--- src/rtl/wo_pkg.sv ---
package wo_pkg;

    typedef enum logic [1:0] {
        ST_I = 2'd0,
        ST_V = 2'd1,
        ST_R = 2'd2,
        ST_D = 2'd3
    } wo_state_e;

    typedef enum logic [2:0] {
        CMD_NONE  = 3'd0,
        CMD_RD    = 3'd1,
        CMD_RDX   = 3'd2,
        CMD_WONCE = 3'd3,
        CMD_WB    = 3'd4
    } wo_cmd_e;

    typedef enum logic [2:0] {
        F_IDLE = 3'd0,
        F_WT   = 3'd1,
        F_EV   = 3'd2,
        F_FILL = 3'd3,
        F_WAIT = 3'd4
    } wo_fsm_e;

endpackage

--- src/rtl/wo_line_array.sv ---
module wo_line_array
    import wo_pkg::*;
#(
    parameter int IDX_W  = 2,
    parameter int TAG_W  = 6,
    parameter int DATA_W = 16
) (
    input  logic              clk,
    input  logic              rst_n,
    input  logic              wr_en,
    input  logic [IDX_W-1:0]  wr_idx,
    input  wo_state_e         wr_st,
    input  logic [TAG_W-1:0]  wr_tag,
    input  logic [DATA_W-1:0] wr_data,
    input  logic [IDX_W-1:0]  ra_idx,
    output wo_state_e         ra_st,
    output logic [TAG_W-1:0]  ra_tag,
    output logic [DATA_W-1:0] ra_data,
    input  logic [IDX_W-1:0]  rb_idx,
    output wo_state_e         rb_st,
    output logic [TAG_W-1:0]  rb_tag,
    output logic [DATA_W-1:0] rb_data
);
    localparam int LINES = 1 << IDX_W;

    typedef struct packed {
        wo_state_e         st;
        logic [TAG_W-1:0]  tag;
        logic [DATA_W-1:0] data;
    } line_t;

    line_t lines_q [LINES];
    line_t lines_d [LINES];

    always_comb begin
        lines_d = lines_q;
        if (wr_en) begin
            lines_d[wr_idx].st   = wr_st;
            lines_d[wr_idx].tag  = wr_tag;
            lines_d[wr_idx].data = wr_data;
        end
    end

    always_ff @(posedge clk or negedge rst_n) begin
        if (!rst_n) begin
            for (int i = 0; i < LINES; i++) begin
                lines_q[i].st   <= ST_I;
                lines_q[i].tag  <= '0;
                lines_q[i].data <= '0;
            end
        end else begin
            lines_q <= lines_d;
        end
    end

    assign ra_st   = lines_q[ra_idx].st;
    assign ra_tag  = lines_q[ra_idx].tag;
    assign ra_data = lines_q[ra_idx].data;
    assign rb_st   = lines_q[rb_idx].st;
    assign rb_tag  = lines_q[rb_idx].tag;
    assign rb_data = lines_q[rb_idx].data;

endmodule

--- src/rtl/wo_snoop_resp.sv ---
module wo_snoop_resp
    import wo_pkg::*;
#(
    parameter int TAG_W  = 6,
    parameter int DATA_W = 16
) (
    input  logic              snp_valid,
    input  wo_cmd_e           snp_cmd,
    input  logic [TAG_W-1:0]  snp_tag,
    input  wo_state_e         line_st,
    input  logic [TAG_W-1:0]  line_tag,
    input  logic [DATA_W-1:0] line_data,
    output logic              upd,
    output wo_state_e         upd_st,
    output logic              inh,
    output logic [DATA_W-1:0] sup_data
);
    logic hit;

    always_comb begin
        hit      = (line_st != ST_I) && (line_tag == snp_tag);
        upd      = 1'b0;
        upd_st   = line_st;
        inh      = 1'b0;
        sup_data = line_data;
        if (snp_valid && hit) begin
            unique case (snp_cmd)
                CMD_RD: begin
                    if (line_st == ST_R || line_st == ST_D) begin
                        upd    = 1'b1;
                        upd_st = ST_V;
                    end
                    inh = (line_st == ST_D);
                end
                CMD_RDX, CMD_WONCE: begin
                    upd    = 1'b1;
                    upd_st = ST_I;
                    inh    = (line_st == ST_D);
                end
                default: ;
            endcase
        end
    end

endmodule

--- src/rtl/wo_fsm.sv ---
module wo_fsm
    import wo_pkg::*;
#(
    parameter int ADDR_W = 8,
    parameter int IDX_W  = 2,
    parameter int DATA_W = 16,
    localparam int TAG_W = ADDR_W - IDX_W
) (
    input  logic              clk,
    input  logic              rst_n,
    input  logic              cpu_req,
    input  logic              cpu_we,
    input  logic [ADDR_W-1:0] cpu_addr,
    input  logic [DATA_W-1:0] cpu_wdata,
    output logic              cpu_ready,
    output logic [DATA_W-1:0] cpu_rdata,
    input  logic              stall,
    output logic [IDX_W-1:0]  rd_idx,
    input  wo_state_e         line_st,
    input  logic [TAG_W-1:0]  line_tag,
    input  logic [DATA_W-1:0] line_data,
    output logic              wr_en,
    output logic [IDX_W-1:0]  wr_idx,
    output wo_state_e         wr_st,
    output logic [TAG_W-1:0]  wr_tag,
    output logic [DATA_W-1:0] wr_data,
    output logic              bus_req,
    input  logic              bus_gnt,
    output wo_cmd_e           bus_cmd,
    output logic [ADDR_W-1:0] bus_addr,
    output logic [DATA_W-1:0] bus_wdata,
    input  logic              bus_ack,
    input  logic [DATA_W-1:0] bus_rdata
);
    typedef struct packed {
        wo_fsm_e           st;
        logic              we;
        logic [ADDR_W-1:0] addr;
        logic [DATA_W-1:0] wdata;
        logic              ready;
        logic [DATA_W-1:0] rdata;
    } regs_t;

    regs_t r_q, r_d;

    logic [ADDR_W-1:0] cur_addr;
    logic [TAG_W-1:0]  cur_tag;
    logic              hit;

    always_comb begin
        r_d       = r_q;
        r_d.ready = 1'b0;
        cur_addr  = (r_q.st == F_IDLE) ? cpu_addr : r_q.addr;
        cur_tag   = cur_addr[ADDR_W-1:IDX_W];
        rd_idx    = cur_addr[IDX_W-1:0];
        hit       = (line_st != ST_I) && (line_tag == cur_tag);
        wr_en     = 1'b0;
        wr_idx    = rd_idx;
        wr_st     = ST_I;
        wr_tag    = cur_tag;
        wr_data   = r_q.wdata;
        bus_req   = 1'b0;
        bus_cmd   = CMD_NONE;
        bus_addr  = r_q.addr;
        bus_wdata = r_q.wdata;

        unique case (r_q.st)
            F_IDLE: begin
                if (cpu_req && !r_q.ready && !stall) begin
                    r_d.we    = cpu_we;
                    r_d.addr  = cpu_addr;
                    r_d.wdata = cpu_wdata;
                    if (hit && !cpu_we) begin
                        r_d.ready = 1'b1;
                        r_d.rdata = line_data;
                    end else if (hit && (line_st == ST_R || line_st == ST_D)) begin
                        wr_en     = 1'b1;
                        wr_st     = ST_D;
                        wr_data   = cpu_wdata;
                        r_d.ready = 1'b1;
                    end else if (hit) begin
                        r_d.st = F_WT;
                    end else if (line_st == ST_D) begin
                        r_d.st = F_EV;
                    end else begin
                        r_d.st = F_FILL;
                    end
                end
            end
            F_WT: begin
                if (hit && line_st == ST_V) begin
                    bus_req = 1'b1;
                    bus_cmd = CMD_WONCE;
                    if (bus_gnt) begin
                        wr_en     = 1'b1;
                        wr_st     = ST_R;
                        r_d.ready = 1'b1;
                        r_d.st    = F_IDLE;
                    end
                end else begin
                    r_d.st = F_FILL;
                end
            end
            F_EV: begin
                if (line_st == ST_D) begin
                    bus_req   = 1'b1;
                    bus_cmd   = CMD_WB;
                    bus_addr  = {line_tag, rd_idx};
                    bus_wdata = line_data;
                    if (bus_gnt) r_d.st = F_FILL;
                end else begin
                    r_d.st = F_FILL;
                end
            end
            F_FILL: begin
                bus_req = 1'b1;
                bus_cmd = r_q.we ? CMD_RDX : CMD_RD;
                if (bus_gnt) r_d.st = F_WAIT;
            end
            F_WAIT: begin
                if (bus_ack) begin
                    wr_en     = 1'b1;
                    wr_st     = r_q.we ? ST_D : ST_V;
                    wr_data   = r_q.we ? r_q.wdata : bus_rdata;
                    r_d.rdata = bus_rdata;
                    r_d.ready = 1'b1;
                    r_d.st    = F_IDLE;
                end
            end
            default: r_d.st = F_IDLE;
        endcase
    end

    always_ff @(posedge clk or negedge rst_n) begin
        if (!rst_n) begin
            r_q <= '{st: F_IDLE, we: 1'b0, addr: '0, wdata: '0, ready: 1'b0, rdata: '0};
        end else begin
            r_q <= r_d;
        end
    end

    assign cpu_ready = r_q.ready;
    assign cpu_rdata = r_q.rdata;

    a_r11_ready_pulse: assert property (@(posedge clk) disable iff (!rst_n)
        cpu_ready |=> !cpu_ready);

    a_r3_wonce_completes: assert property (@(posedge clk) disable iff (!rst_n)
        (bus_req && bus_gnt && bus_cmd == CMD_WONCE) |=> (cpu_ready && !bus_req));

    a_r2_fill_completes: assert property (@(posedge clk) disable iff (!rst_n)
        (r_q.st == F_WAIT && bus_ack) |=> cpu_ready);

    a_r2_req_hold: assert property (@(posedge clk) disable iff (!rst_n)
        (bus_req && !bus_gnt && !stall) |=>
            (bus_req && $stable(bus_cmd) && $stable(bus_addr)));

    a_r10_wb_then_fill: assert property (@(posedge clk) disable iff (!rst_n)
        (bus_req && bus_gnt && bus_cmd == CMD_WB) |=>
            (bus_req && (bus_cmd == CMD_RD || bus_cmd == CMD_RDX)));

endmodule

--- src/rtl/wo_coherence_ctrl.sv ---
module wo_coherence_ctrl
    import wo_pkg::*;
#(
    parameter int ADDR_W = 8,
    parameter int IDX_W  = 2,
    parameter int DATA_W = 16
) (
    input  logic              clk,
    input  logic              rst_n,
    input  logic              cpu_req,
    input  logic              cpu_we,
    input  logic [ADDR_W-1:0] cpu_addr,
    input  logic [DATA_W-1:0] cpu_wdata,
    output logic              cpu_ready,
    output logic [DATA_W-1:0] cpu_rdata,
    output logic              bus_req,
    input  logic              bus_gnt,
    output logic [2:0]        bus_cmd,
    output logic [ADDR_W-1:0] bus_addr,
    output logic [DATA_W-1:0] bus_wdata,
    input  logic              bus_ack,
    input  logic [DATA_W-1:0] bus_rdata,
    input  logic              snp_valid,
    input  logic [2:0]        snp_cmd,
    input  logic [ADDR_W-1:0] snp_addr,
    output logic              snp_inh,
    output logic [DATA_W-1:0] snp_data
);
    localparam int TAG_W = ADDR_W - IDX_W;

    wo_cmd_e           snp_cmd_e, fsm_cmd;
    logic [IDX_W-1:0]  snp_idx, fsm_rd_idx, fsm_wr_idx, arr_wr_idx;
    logic [TAG_W-1:0]  snp_tag;
    wo_state_e         a_st, b_st, fsm_wr_st, snp_upd_st, arr_wr_st;
    logic [TAG_W-1:0]  a_tag, b_tag, fsm_wr_tag, arr_wr_tag;
    logic [DATA_W-1:0] a_data, b_data, fsm_wr_data, arr_wr_data;
    logic              fsm_wr_en, snp_upd, arr_wr_en;

    assign snp_cmd_e = wo_cmd_e'(snp_cmd);
    assign snp_idx   = snp_addr[IDX_W-1:0];
    assign snp_tag   = snp_addr[ADDR_W-1:IDX_W];

    // Snoop updates win the single write port; the FSM stalls while snooping.
    assign arr_wr_en   = snp_upd | fsm_wr_en;
    assign arr_wr_idx  = snp_upd ? snp_idx    : fsm_wr_idx;
    assign arr_wr_st   = snp_upd ? snp_upd_st : fsm_wr_st;
    assign arr_wr_tag  = snp_upd ? b_tag      : fsm_wr_tag;
    assign arr_wr_data = snp_upd ? b_data     : fsm_wr_data;
    assign bus_cmd     = fsm_cmd;

    wo_line_array #(.IDX_W(IDX_W), .TAG_W(TAG_W), .DATA_W(DATA_W)) u_array (
        .clk     (clk),
        .rst_n   (rst_n),
        .wr_en   (arr_wr_en),
        .wr_idx  (arr_wr_idx),
        .wr_st   (arr_wr_st),
        .wr_tag  (arr_wr_tag),
        .wr_data (arr_wr_data),
        .ra_idx  (fsm_rd_idx),
        .ra_st   (a_st),
        .ra_tag  (a_tag),
        .ra_data (a_data),
        .rb_idx  (snp_idx),
        .rb_st   (b_st),
        .rb_tag  (b_tag),
        .rb_data (b_data)
    );

    wo_snoop_resp #(.TAG_W(TAG_W), .DATA_W(DATA_W)) u_snoop (
        .snp_valid (snp_valid),
        .snp_cmd   (snp_cmd_e),
        .snp_tag   (snp_tag),
        .line_st   (b_st),
        .line_tag  (b_tag),
        .line_data (b_data),
        .upd       (snp_upd),
        .upd_st    (snp_upd_st),
        .inh       (snp_inh),
        .sup_data  (snp_data)
    );

    wo_fsm #(.ADDR_W(ADDR_W), .IDX_W(IDX_W), .DATA_W(DATA_W)) u_fsm (
        .clk       (clk),
        .rst_n     (rst_n),
        .cpu_req   (cpu_req),
        .cpu_we    (cpu_we),
        .cpu_addr  (cpu_addr),
        .cpu_wdata (cpu_wdata),
        .cpu_ready (cpu_ready),
        .cpu_rdata (cpu_rdata),
        .stall     (snp_valid),
        .rd_idx    (fsm_rd_idx),
        .line_st   (a_st),
        .line_tag  (a_tag),
        .line_data (a_data),
        .wr_en     (fsm_wr_en),
        .wr_idx    (fsm_wr_idx),
        .wr_st     (fsm_wr_st),
        .wr_tag    (fsm_wr_tag),
        .wr_data   (fsm_wr_data),
        .bus_req   (bus_req),
        .bus_gnt   (bus_gnt),
        .bus_cmd   (fsm_cmd),
        .bus_addr  (bus_addr),
        .bus_wdata (bus_wdata),
        .bus_ack   (bus_ack),
        .bus_rdata (bus_rdata)
    );

    // once a dirty owner has supplied the block it no longer owns it.
    a_r8_inh_once: assert property (@(posedge clk) disable iff (!rst_n)
        (snp_valid && snp_inh) |=>
            !(snp_valid && snp_inh && $stable(snp_addr) && $stable(snp_cmd)));

    a_r12_wb_snoop_quiet: assert property (@(posedge clk) disable iff (!rst_n)
        (snp_valid && snp_cmd == 3'd4) |-> !snp_inh);

endmodule

--- config.mk ---
export PLATFORM = sky130hd
export DESIGN_NAME = wo_coherence_ctrl
export DESIGN_NICKNAME = d
export VERILOG_FILES = /design/src/rtl/wo_pkg.sv /design/src/rtl/wo_line_array.sv /design/src/rtl/wo_snoop_resp.sv /design/src/rtl/wo_fsm.sv /design/src/rtl/wo_coherence_ctrl.sv
export SDC_FILE = /design/constraint.sdc
export NUM_CORES = 1
export LEC_CHECK = 0
export BUFFER_PORTS_ARGS = -buffer_cell sky130_fd_sc_hd__clkbuf_2
export CAP_MARGIN = 30
export CORE_ASPECT_RATIO = 0.5
export CORE_UTILIZATION = 40
export CTS_CLUSTER_DIAMETER = 100
export DETAILED_ROUTE_END_ITERATION = 12
export GPL_ROUTABILITY_DRIVEN = 0
export MAX_ROUTING_LAYER = met4
export PLACE_DENSITY = 0.63
export SYNTH_ARGS = -nofsm -noshare
export SYNTH_HDL_FRONTEND = slang
export SYNTH_SLANG_ARGS = --single-unit
--- constraint.sdc ---
create_clock -name clk -period 6.3 [get_ports clk]
set_clock_uncertainty 0.15 [all_clocks]
set_input_delay 1.89 -clock clk [delete_from_list [all_inputs] [get_ports clk]]
set_output_delay 1.89 -clock clk [all_outputs]
set_load 0.02 [all_outputs]
==> metrics.txt <==
run status=completed; Worst slew margin=between 40% and 50%; Startpoint Class=primary input; most area-hungry cell type in the Yosys netlist=dfrtp_1; Slowest Stage Delay on Critical Path=0.55 ns; critical path peak fanout=32; die width=between 200 and 250 um; post-route cell area=between 10,000 and 15,000 um2; Slew Limit Fails=0; Post-synth top flop=dfrtp_1; vias post-DR=7,973; sequential share of the synthesized area=between 30% and 40%; clock sink total=roughly 140; DRT Wirelength=28,300 um; worst-margin pin slew=0.884 ns; area grow syn2layout=16.6%; Crit path depth=9; fin cells=1,333; antenna violations before repair=0; Mapped Area=between 9000 and 10,000 um2; pwr/cell area=461 nW/um2; Synth Instances=~940; Setup WS pre-CTS=~0.17 ns; Clk pin slew, worst setup/hold paths=0.06 ns; Post-DP HPWL=slightly below 20,000 um; Syn Area/Cell=9.77 um2; Buf+Inv Stages, Crit Path=3; slowest stage cell, crit path=mux4_2; fraction of final layout cells with drive strength greater than 1=33.8%; CTS Buf Count=17; hold_ws=~0.36 ns; Max Cap Viol=0; Hold/Removal Path Class=reg -> reg; Final period util=96.8%; Seq. cell area=3530 um2; Die ar.=about 23,000 um2; yosys synthesis warning count=0; Antenna Cells=0; asr flop ratio synth=100%; CTS tree=done; vias per cell=around 6; setup TNS=0 ns; vias in the first global route=7,740; clock latency at the later pin of the worst-skew pair=between 0.4 and 0.5 ns; ports placed on the boundary=120; GRT Total Usage=about 25%; Max Clock Freq=between 150 and 200 MHz; Tmin final=between 6 and 7 ns; PortBufs=between 100 and 150; Routed Antenna Nets=0; Tot Pwr=around 4.9 mW; P_leak=5.04 nW; arrival time at the worst endpoint=between 4 and 5 ns; first-pass GRT wire length=44,100 um; nets@finish=roughly 1.1k; FILL cells=between 2k and 2.5k; Final WS setup=approximately 0.20 ns; hold path depth=1; DRT Pass-1 Iters=6; Core Box Area=about 22,000 um2; worst path cell trace=clkbuf_2, mux4_2, mux2_2, nor2b_1, nand2_1, buf_12, nand2_1, o21ai_0, clkbuf_2; cell row count=38; placed insts=roughly 1.3k; drt first-iter violations=946; Residual DRC=0; synth unique cells=63; gr ovfl total=0; Post-synth EDFFs=0; area post-placement=between 10,000 and 15,000 um2; VDD IR max=around 0.23 mV; pin count of the biggest net entering global routing=~100; top cells by area, synth=dfrtp_1 39%, mux2_2 12%, nand2_1 9.2%, mux4_2 8.4%, o21ai_0 3.6%; Post-CTS Hold Buffers=0; drt wl/cell=about 21 um; CTS Root Cell=clkbuf_16; data required time of the critical path=4.26 ns; footprint of the multi-input gates=between 5000 and 6000 um2; crit path capture type=output pin; syn_nets=994; cell family with most CP delay=multiplexers; Fin. Hold Viols=0; Clock Tree Buf Depth=2; Util after Layout=between 40% and 50%; top-count cell post-synth=nand2_1; starting density of the core=about two fifths; Die Y=around 110 um; H-tree depth=4; Final Setup Violations=0; top cells by count, synth=223 x nand2_1, 141 x dfrtp_1, 96 x mux2_2; crit path kind=in -> out; top cell type's share of synthesized area=38.6%; Worst R2R Path Depth=12; FF+latch count, synth=around 140; unrepaired setup endpoints after global routing=no
power by group:
part           switching (mW)  internal (mW)
Combinational            1.44          0.919
Sequential              0.300           1.19
Clock                   0.424          0.635
Total                    2.17           2.75
registers in the layout, summed over array words and instances (netlist names):
name,cells
u_array.lines_q,96
u_fsm.cpu_ready,1
u_fsm.r_q,28
u_fsm.cpu_rdata,16
worst register-to-register path, stage by stage (launching register included):
cell and delay, ns:
dfrtp_1 0.57, nor3_2 0.30, buf_4 0.29, mux2i_4 0.37, buf_4 0.44, a211oi_1 0.12
a221o_1 0.34, nand4bb_1 0.15, buf_4 0.19, o21ai_4 0.13, a31oi_4 0.47, buf_12 0.24
mux2_2 0.37
layout by cell type, fill, tap and decap left out, types with 4 or more instances in the layout:
| master | instances |
|---|---|
| mux2i_1 | 13 |
| and2_1 | 6 |
| nand2b_1 | 5 |
| xor2_1 | 7 |
| a21oi_1 | 28 |
| o31ai_1 | 8 |
| nand4_1 | 6 |
| mux4_2 | 34 |
| a31oi_1 | 17 |
| buf_4 | 23 |
| a211oi_1 | 13 |
| mux2_2 | 96 |
| a22o_1 | 4 |
| xnor2_1 | 7 |
| clkinvlp_4 | 6 |
| mux2_4 | 20 |
| o32ai_1 | 4 |
| buf_12 | 6 |
| a2bb2oi_1 | 4 |
| dfrtp_1 | 141 |
| o211ai_1 | 4 |
| inv_1 | 5 |
| nand3_1 | 30 |
| a221oi_1 | 4 |
| nand2_1 | 223 |
| clkbuf_2 | 118 |
| o22ai_1 | 13 |
| clkbuf_16 | 17 |
| o21ai_0 | 66 |
| nor2_1 | 37 |
| a41oi_1 | 6 |
timing repair:
item / in CTS / in global routing
resized for setup: 0 / 1
setup buffers: 0 / 0
endpoints found under the hold margin: 0 / 0
endpoints found under the setup margin: 0 / 1
layer usage:
metal  wire length (um)  track usage (%)  vias up
met5                  0                -        -
met4                948             10.4        0
met3               1860             5.08       64
met2              13000             38.6      378
met1              12500             33.5     3978
li1                   -                -     3553
kinds of logic after synthesis:
logic type	count (synthesis)	synth area share, %
AND/OR/NAND/NOR	334	15.7
AO/OA/AOI/OAI	190	13.8
multiplexers	167	25.4
flip-flops	141	38.6
buffers and inverters	90	5.13
XOR/XNOR	14	1.34
worst paths after layout:
| check | startpoint | to | slack, ns |
|---|---|---|---|
| setup reg to reg | u_fsm.r_q[43]$_DFFE_PN0P_ | u_array.lines_q[6]$_DFFE_PN0P_ | 2.05 |
| hold / removal | u_fsm.cpu_rdata[15]$_DFFE_PN0P_ | u_fsm.cpu_rdata[15]$_DFFE_PN0P_ | 0.36 |
| min in group asynchronous | rst_n | u_array.lines_q[50]$_DFFE_PN0P_ | 1.08 |
| max in group asynchronous | rst_n | u_array.lines_q[92]$_DFFE_PN0P_ | 3.71 |
| setup / recovery | cpu_addr[0] | bus_wdata[14] | 0.20 |
| hold reg to reg | u_fsm.cpu_rdata[15]$_DFFE_PN0P_ | u_fsm.cpu_rdata[15]$_DFFE_PN0P_ | 0.36 |
cell type report:
type                            instances  area share, %
Multi-Input combinational cell        705           48.6
Sequential cell                       141           33.1
Timing Repair Buffer                  150           8.91
Clock buffer                           20           4.19
Tap cell                              300           3.52
Clock inverter                         12           1.51
Inverter                                5          0.176
Note: power is estimated with default switching activity, not from simulation.
